==> config.mk <==
export PLATFORM = sky130hd
export DESIGN_NAME = mac_accum_unit
export DESIGN_NICKNAME = d
export VERILOG_FILES = /design/src/rtl/mac_pkg.sv /design/src/rtl/mac_datapath.sv /design/src/rtl/mac_scoreboard.sv /design/src/rtl/mac_acc_bank.sv /design/src/rtl/mac_accum_unit.sv
export SDC_FILE = /design/constraint.sdc
export NUM_CORES = 2
export LEC_CHECK = 0
export BUFFER_PORTS_ARGS = -buffer_cell sky130_fd_sc_hd__buf_2
export CORE_UTILIZATION = 61
export CTS_CLUSTER_DIAMETER = 100
export CTS_CLUSTER_SIZE = 20
export DETAILED_ROUTE_END_ITERATION = 10
export GPL_TIMING_DRIVEN = 0
export PLACE_DENSITY_LB_ADDON = 0.1
export SKIP_CTS_REPAIR_TIMING = 1
export SLEW_MARGIN = 25
export SYNTH_ARGS = -nofsm -noshare
export SYNTH_HDL_FRONTEND = slang
export SYNTH_SLANG_ARGS = --single-unit
==> constraint.sdc <==
create_clock -name clk -period 14.1 [get_ports clk]
set_input_delay 2.82 -clock clk [delete_from_list [all_inputs] [get_ports clk]]
set_output_delay 2.82 -clock clk [all_outputs]
set_load 0.02 [all_outputs]
==> src/rtl/mac_pkg.sv <==
package mac_pkg;
    localparam int MAC_STAGES = 4;

    typedef enum logic [1:0] {
        OP_MAC  = 2'd0,
        OP_LOAD = 2'd1,
        OP_COPY = 2'd2,
        OP_NONE = 2'd3
    } mac_op_e;
endpackage

==> src/rtl/mac_datapath.sv <==
module mac_datapath
    import mac_pkg::*;
#(
    parameter int OPW  = 32,
    parameter int ACCW = 48,
    parameter int SELW = 2
) (
    input  logic              clk,
    input  logic              rst_n,
    input  logic              in_vld,
    input  mac_op_e           in_op,
    input  logic [SELW-1:0]   in_dst,
    input  logic [SELW-1:0]   in_src,
    input  logic [OPW-1:0]    in_a,
    input  logic [OPW-1:0]    in_b,
    output logic              ret_vld,
    output mac_op_e           ret_op,
    output logic [SELW-1:0]   ret_dst,
    output logic [SELW-1:0]   ret_src,
    output logic [ACCW-1:0]   ret_val
);
    typedef struct packed {
        logic            vld;
        mac_op_e         op;
        logic [SELW-1:0] dst;
        logic [SELW-1:0] src;
        logic [OPW-1:0]  a;
        logic [OPW-1:0]  b;
    } opnd_t;

    typedef struct packed {
        logic            vld;
        mac_op_e         op;
        logic [SELW-1:0] dst;
        logic [SELW-1:0] src;
        logic [ACCW-1:0] val;
    } res_t;

    typedef struct packed {
        opnd_t s2;
        res_t  s3;
        res_t  s4;
    } pipe_t;

    pipe_t st_d, st_q;
    logic [ACCW-1:0] mul_a, mul_b, prod;

    function automatic logic [ACCW-1:0] sext(input logic [OPW-1:0] v);
        return {{(ACCW-OPW){v[OPW-1]}}, v};
    endfunction

    // Low ACCW bits of the widened product equal those of the full product.
    always_comb begin
        st_d    = st_q;
        st_d.s2 = '{vld: in_vld, op: in_op, dst: in_dst, src: in_src, a: in_a, b: in_b};

        mul_a = sext(st_q.s2.a);
        mul_b = sext(st_q.s2.b);
        prod  = mul_a * mul_b;

        st_d.s3.vld = st_q.s2.vld;
        st_d.s3.op  = st_q.s2.op;
        st_d.s3.dst = st_q.s2.dst;
        st_d.s3.src = st_q.s2.src;
        st_d.s3.val = (st_q.s2.op == OP_MAC) ? prod : mul_a;

        st_d.s4 = st_q.s3;
    end

    always_ff @(posedge clk) begin
        if (!rst_n) st_q <= '0;
        else        st_q <= st_d;
    end

    assign ret_vld = st_q.s4.vld;
    assign ret_op  = st_q.s4.op;
    assign ret_dst = st_q.s4.dst;
    assign ret_src = st_q.s4.src;
    assign ret_val = st_q.s4.val;

    AST_RETIRE_LATENCY: assert property (@(posedge clk) disable iff (!rst_n)
        in_vld |=> ##2 ret_vld);
endmodule

==> src/rtl/mac_scoreboard.sv <==
module mac_scoreboard
    import mac_pkg::*;
#(
    parameter int NACC = 4,
    parameter int SELW = 2,
    parameter int CNTW = 3
) (
    input  logic              clk,
    input  logic              rst_n,
    input  logic              issue_vld,
    input  logic [SELW-1:0]   issue_dst,
    input  logic              ret_vld,
    input  logic [SELW-1:0]   ret_dst,
    output logic [NACC-1:0]   busy
);
    typedef struct packed {
        logic [NACC-1:0][CNTW-1:0] cnt;
    } sb_t;

    sb_t sb_d, sb_q;

    always_comb begin
        sb_d = sb_q;
        for (int k = 0; k < NACC; k++) begin
            sb_d.cnt[k] = sb_q.cnt[k]
                        + CNTW'(issue_vld && (issue_dst == SELW'(k)))
                        - CNTW'(ret_vld && (ret_dst == SELW'(k)));
        end
    end

    always_ff @(posedge clk) begin
        if (!rst_n) sb_q <= '0;
        else        sb_q <= sb_d;
    end

    for (genvar g = 0; g < NACC; g++) begin : g_busy
        assign busy[g] = (sb_q.cnt[g] != '0);

        AST_CNT_BOUND: assert property (@(posedge clk) disable iff (!rst_n)
            sb_q.cnt[g] <= CNTW'(MAC_STAGES - 1));
        AST_ISSUE_MARKS: assert property (@(posedge clk) disable iff (!rst_n)
            (issue_vld && issue_dst == SELW'(g)) |=> busy[g]);
    end

    AST_RETIRE_OWNED: assert property (@(posedge clk) disable iff (!rst_n)
        ret_vld |-> busy[ret_dst]);
endmodule

==> src/rtl/mac_acc_bank.sv <==
module mac_acc_bank
    import mac_pkg::*;
#(
    parameter int ACCW = 48,
    parameter int NACC = 4,
    parameter int SELW = 2
) (
    input  logic                       clk,
    input  logic                       rst_n,
    input  logic                       wr_vld,
    input  mac_op_e                    wr_op,
    input  logic [SELW-1:0]            wr_dst,
    input  logic [SELW-1:0]            wr_src,
    input  logic [ACCW-1:0]            wr_val,
    output logic [NACC-1:0][ACCW-1:0]  acc_out
);
    typedef struct packed {
        logic [NACC-1:0][ACCW-1:0] acc;
    } bank_t;

    bank_t bank_d, bank_q;

    always_comb begin
        bank_d = bank_q;
        if (wr_vld) begin
            unique case (wr_op)
                OP_MAC:  bank_d.acc[wr_dst] = bank_q.acc[wr_dst] + wr_val;
                OP_LOAD: bank_d.acc[wr_dst] = wr_val;
                OP_COPY: bank_d.acc[wr_dst] = bank_q.acc[wr_src];
                default: ;
            endcase
        end
    end

    always_ff @(posedge clk) begin
        if (!rst_n) bank_q <= '0;
        else        bank_q <= bank_d;
    end

    assign acc_out = bank_q.acc;

    AST_IDLE_HOLD: assert property (@(posedge clk) disable iff (!rst_n)
        !wr_vld |=> $stable(bank_q));
endmodule

==> src/rtl/mac_accum_unit.sv <==
module mac_accum_unit
    import mac_pkg::*;
#(
    parameter  int OPW  = 32,
    parameter  int ACCW = 48,
    parameter  int NACC = 4,
    localparam int SELW = $clog2(NACC),
    localparam int CNTW = $clog2(MAC_STAGES + 1)
) (
    input  logic              clk,
    input  logic              rst_n,
    input  logic              issue_valid,
    input  logic [1:0]        issue_op,
    input  logic [SELW-1:0]   issue_dst,
    input  logic [SELW-1:0]   issue_src,
    input  logic [OPW-1:0]    issue_a,
    input  logic [OPW-1:0]    issue_b,
    input  logic              rd_req,
    input  logic [SELW-1:0]   rd_sel,
    output logic [ACCW-1:0]   rd_data,
    output logic              rd_stall
);
    mac_op_e                   in_op;
    logic                      in_vld;
    logic                      ret_vld;
    mac_op_e                   ret_op;
    logic [SELW-1:0]           ret_dst, ret_src;
    logic [ACCW-1:0]           ret_val;
    logic [NACC-1:0]           busy;
    logic [NACC-1:0][ACCW-1:0] acc_all;

    assign in_op  = mac_op_e'(issue_op);
    assign in_vld = issue_valid && (in_op != OP_NONE);

    mac_datapath #(.OPW(OPW), .ACCW(ACCW), .SELW(SELW)) u_pipe (
        .clk     (clk),
        .rst_n   (rst_n),
        .in_vld  (in_vld),
        .in_op   (in_op),
        .in_dst  (issue_dst),
        .in_src  (issue_src),
        .in_a    (issue_a),
        .in_b    (issue_b),
        .ret_vld (ret_vld),
        .ret_op  (ret_op),
        .ret_dst (ret_dst),
        .ret_src (ret_src),
        .ret_val (ret_val)
    );

    mac_scoreboard #(.NACC(NACC), .SELW(SELW), .CNTW(CNTW)) u_sb (
        .clk       (clk),
        .rst_n     (rst_n),
        .issue_vld (in_vld),
        .issue_dst (issue_dst),
        .ret_vld   (ret_vld),
        .ret_dst   (ret_dst),
        .busy      (busy)
    );

    mac_acc_bank #(.ACCW(ACCW), .NACC(NACC), .SELW(SELW)) u_bank (
        .clk     (clk),
        .rst_n   (rst_n),
        .wr_vld  (ret_vld),
        .wr_op   (ret_op),
        .wr_dst  (ret_dst),
        .wr_src  (ret_src),
        .wr_val  (ret_val),
        .acc_out (acc_all)
    );

    assign rd_data  = acc_all[rd_sel];
    assign rd_stall = rd_req && busy[rd_sel];

    AST_READ_FREE: assert property (@(posedge clk) disable iff (!rst_n)
        (rd_req && !rd_stall) |-> !(ret_vld && ret_dst == rd_sel));
endmodule

==> run metrics <==
maxcap violations=0; Hold WS=0.427 ns; Main synth FF type=dfxtp_1; largest family of logic cells by synthesized area=adder cells; CTS tree=yes; Final period util=70.5%; H-tree levels=1; Synthesized Nets=6624; status=complete, no violations; Hold Crit Class=flop to flop; TritonCTS Buffers=27; core area=0.0824 mm2; Async SR Flop Fraction=0%; synth unique cells=70; Synth Area in Simple Gates=15.0%; Port Buffers=122; VDD IR max=0.000237 V; Root Driver=clkbuf_16; Synth Area in Compound Gates=13.6%; clk buf depth=3; die outline height=291 um; num rows=105; most frequent cells in the layout=844 x fa_1, 816 x inv_1, 676 x nand2_1; All-Layer GR Usage=47.1%; minimum clock period=9.95 ns; Slew @ Worst Pin=1.26 ns; Post-DRT Antenna Nets=0; nets=6776; total global routing overflow=0; final instance area=0.0538 mm2; Worst Skew=0.0378 ns; Ports=125; Slew HR=15.9%; Avg Inst Size Synth=9.30 um2; die area=0.0847 mm2; HPWL after DPL=157000 um; Seq/Total Area, Yosys=15.1%; max-slew violations=0; vias in the first global route=44.8k; number of enable flip-flop cells after synthesis=0; critical path launch point type=flop; Area growth syn-to-layout=5.70%; Total Wirelength=198000 um; Avg WL per Cell=29.4 um; area post-placement=0.0529 mm2; initial antenna violation count=10; CP endpoint kind=flop; Leak=0.0245 uW; CP max FO=10; Yosys reg bits=385; endpoints failing setup=0; commonest non-fill, non-tap cell in the layout=fa_1; Peak Freq=101 MHz; synth warn=0; XOR/XNOR Fraction of Synth Area=2.27%; DRT iter0 DRCs=5196; DR vias/cell=6.51; Adder-Cell Fraction of Synth Area=38.7%; CTS clk-pin slew, worst paths=0.09 ns; Initial Utilization=61.8%; first-pass GRT wire length=289000 um; mux share of post-synthesis cell area=6.37%; worst-skew pair later-pin latency=0.64 ns; RSZ-0062 raised after global routing=no; layout cell share with drive strength beyond 1=6.09%; clock sinks=385; Fin. Hold Viols=0; final routed DRC violation total=0; First-pass DRT Iterations=8; Worst EP required=14.58 ns; Layout Utilization=65.4%; setup TNS=0 ns; die width=291 um; mapped cell area=0.0509 mm2; Synth Instances=5479; Pwr per Cell Area=132 mW/mm2; largest net degree at the start of global routing=21; Setup CP Type=flop to flop; gpl congestion=1.08; via count=43.8k; Worst Path Arrival=10.42 ns
-- through the flow --
stage / setup WS (ns) / power (uW) / cells
finish: 4.15 / 7120 / 6720
global route: 3.84 / 7630 / 6715
CTS: 4.40 / 7000 / 6713
detailed placement: 4.44 / 6120 / 6671
global placement: 4.41 / 6020 / 6671
floorplan: 6.78 / 4670 / 5479
-- metal layers --
layer  track usage, %  wire [um]  share of wire [%]  vias to the layer above
li1                 -          -                  -                    18063
met1             56.8      67300                 34                    21531
met2             72.9      87500                 44                     3272
met3             12.4      24900                 13                      884
met4             34.9      17900                9.1                        4
met5                0         26              0.013                        -
-- worst paths after layout --
check                                    from  cells after the start  slack, ns                    endpoint
setup / recovery  u_pipe.mul_a[11]$_SDFF_PN0_                     24       4.15  u_pipe.st_d[45]$_SDFF_PN0_
hold / removal    u_pipe.st_d[104]$_SDFF_PN0_                      1       0.43  u_pipe.st_d[49]$_SDFF_PN0_
setup reg to reg  u_pipe.mul_a[11]$_SDFF_PN0_                     24       4.15  u_pipe.st_d[45]$_SDFF_PN0_
hold reg to reg   u_pipe.st_d[104]$_SDFF_PN0_                      1       0.43  u_pipe.st_d[49]$_SDFF_PN0_
-- logic make-up after synthesis --
group / count (synthesis)
DFF: 385
xor gates and xnor gates: 132
adders and majority gates: 1069
and+or+nand+nor: 1546
AOI/OAI and AO/OA: 988
muxes: 144
buffers and inverters: 1215
-- power by group --
| group | total [uW] | switching (uW) | internal (uW) |
|---|---|---|---|
| sequential | 1270 | 89.7 | 1180 |
| clock | 883 | 458 | 424 |
| combinational | 4970 | 3080 | 1900 |
| total | 7120 | 3620 | 3500 |
-- critical path: stages (launching register included) --
cell and delay (ns):
dfxtp_1 0.76, clkbuf_1 0.95, nand2_1 0.21, fa_1 0.59, inv_1 0.05, fa_1 0.47, fa_1 0.52, inv_1 0.05
fa_1 0.47, inv_1 0.05, fa_1 0.48, fa_1 0.47, fa_1 0.54, fa_1 0.50, ha_1 0.31, clkbuf_1 0.30
nand2_1 0.17, nor4_1 0.33, nand2_1 0.20, a2111oi_1 0.57, o31ai_2 0.32, o31ai_1 0.72, a31oi_1 0.25, o21ai_0 0.34
o211ai_1 0.15
-- Yosys cell counts, drive strengths merged (117+ instances only) --
master	n	area share, %
a22oi	117	1.7
clkbuf	375	2.8
o21ai	263	2.6
and2	584	7.2
nand2	676	5.0
mux4	144	6.4
a21oi	163	1.6
nor2	126	0.93
ha	225	5.5
inv	816	6.0
fa	844	33
dfxtp	385	15
-- cell type report --
cell class	count	area (um2)
Clock buffer	31	711
Timing Repair Buffer	123	622
Fill cell	7021	28500
Multi-Input combinational cell	3879	38700
Tap cell	1070	1340
Antenna cell	6	15.0
Buffer	399	1520
Inverter	816	3060
Clock inverter	11	183
Sequential cell	385	7710
No activity file was read; power rests on OpenSTA's default activity.
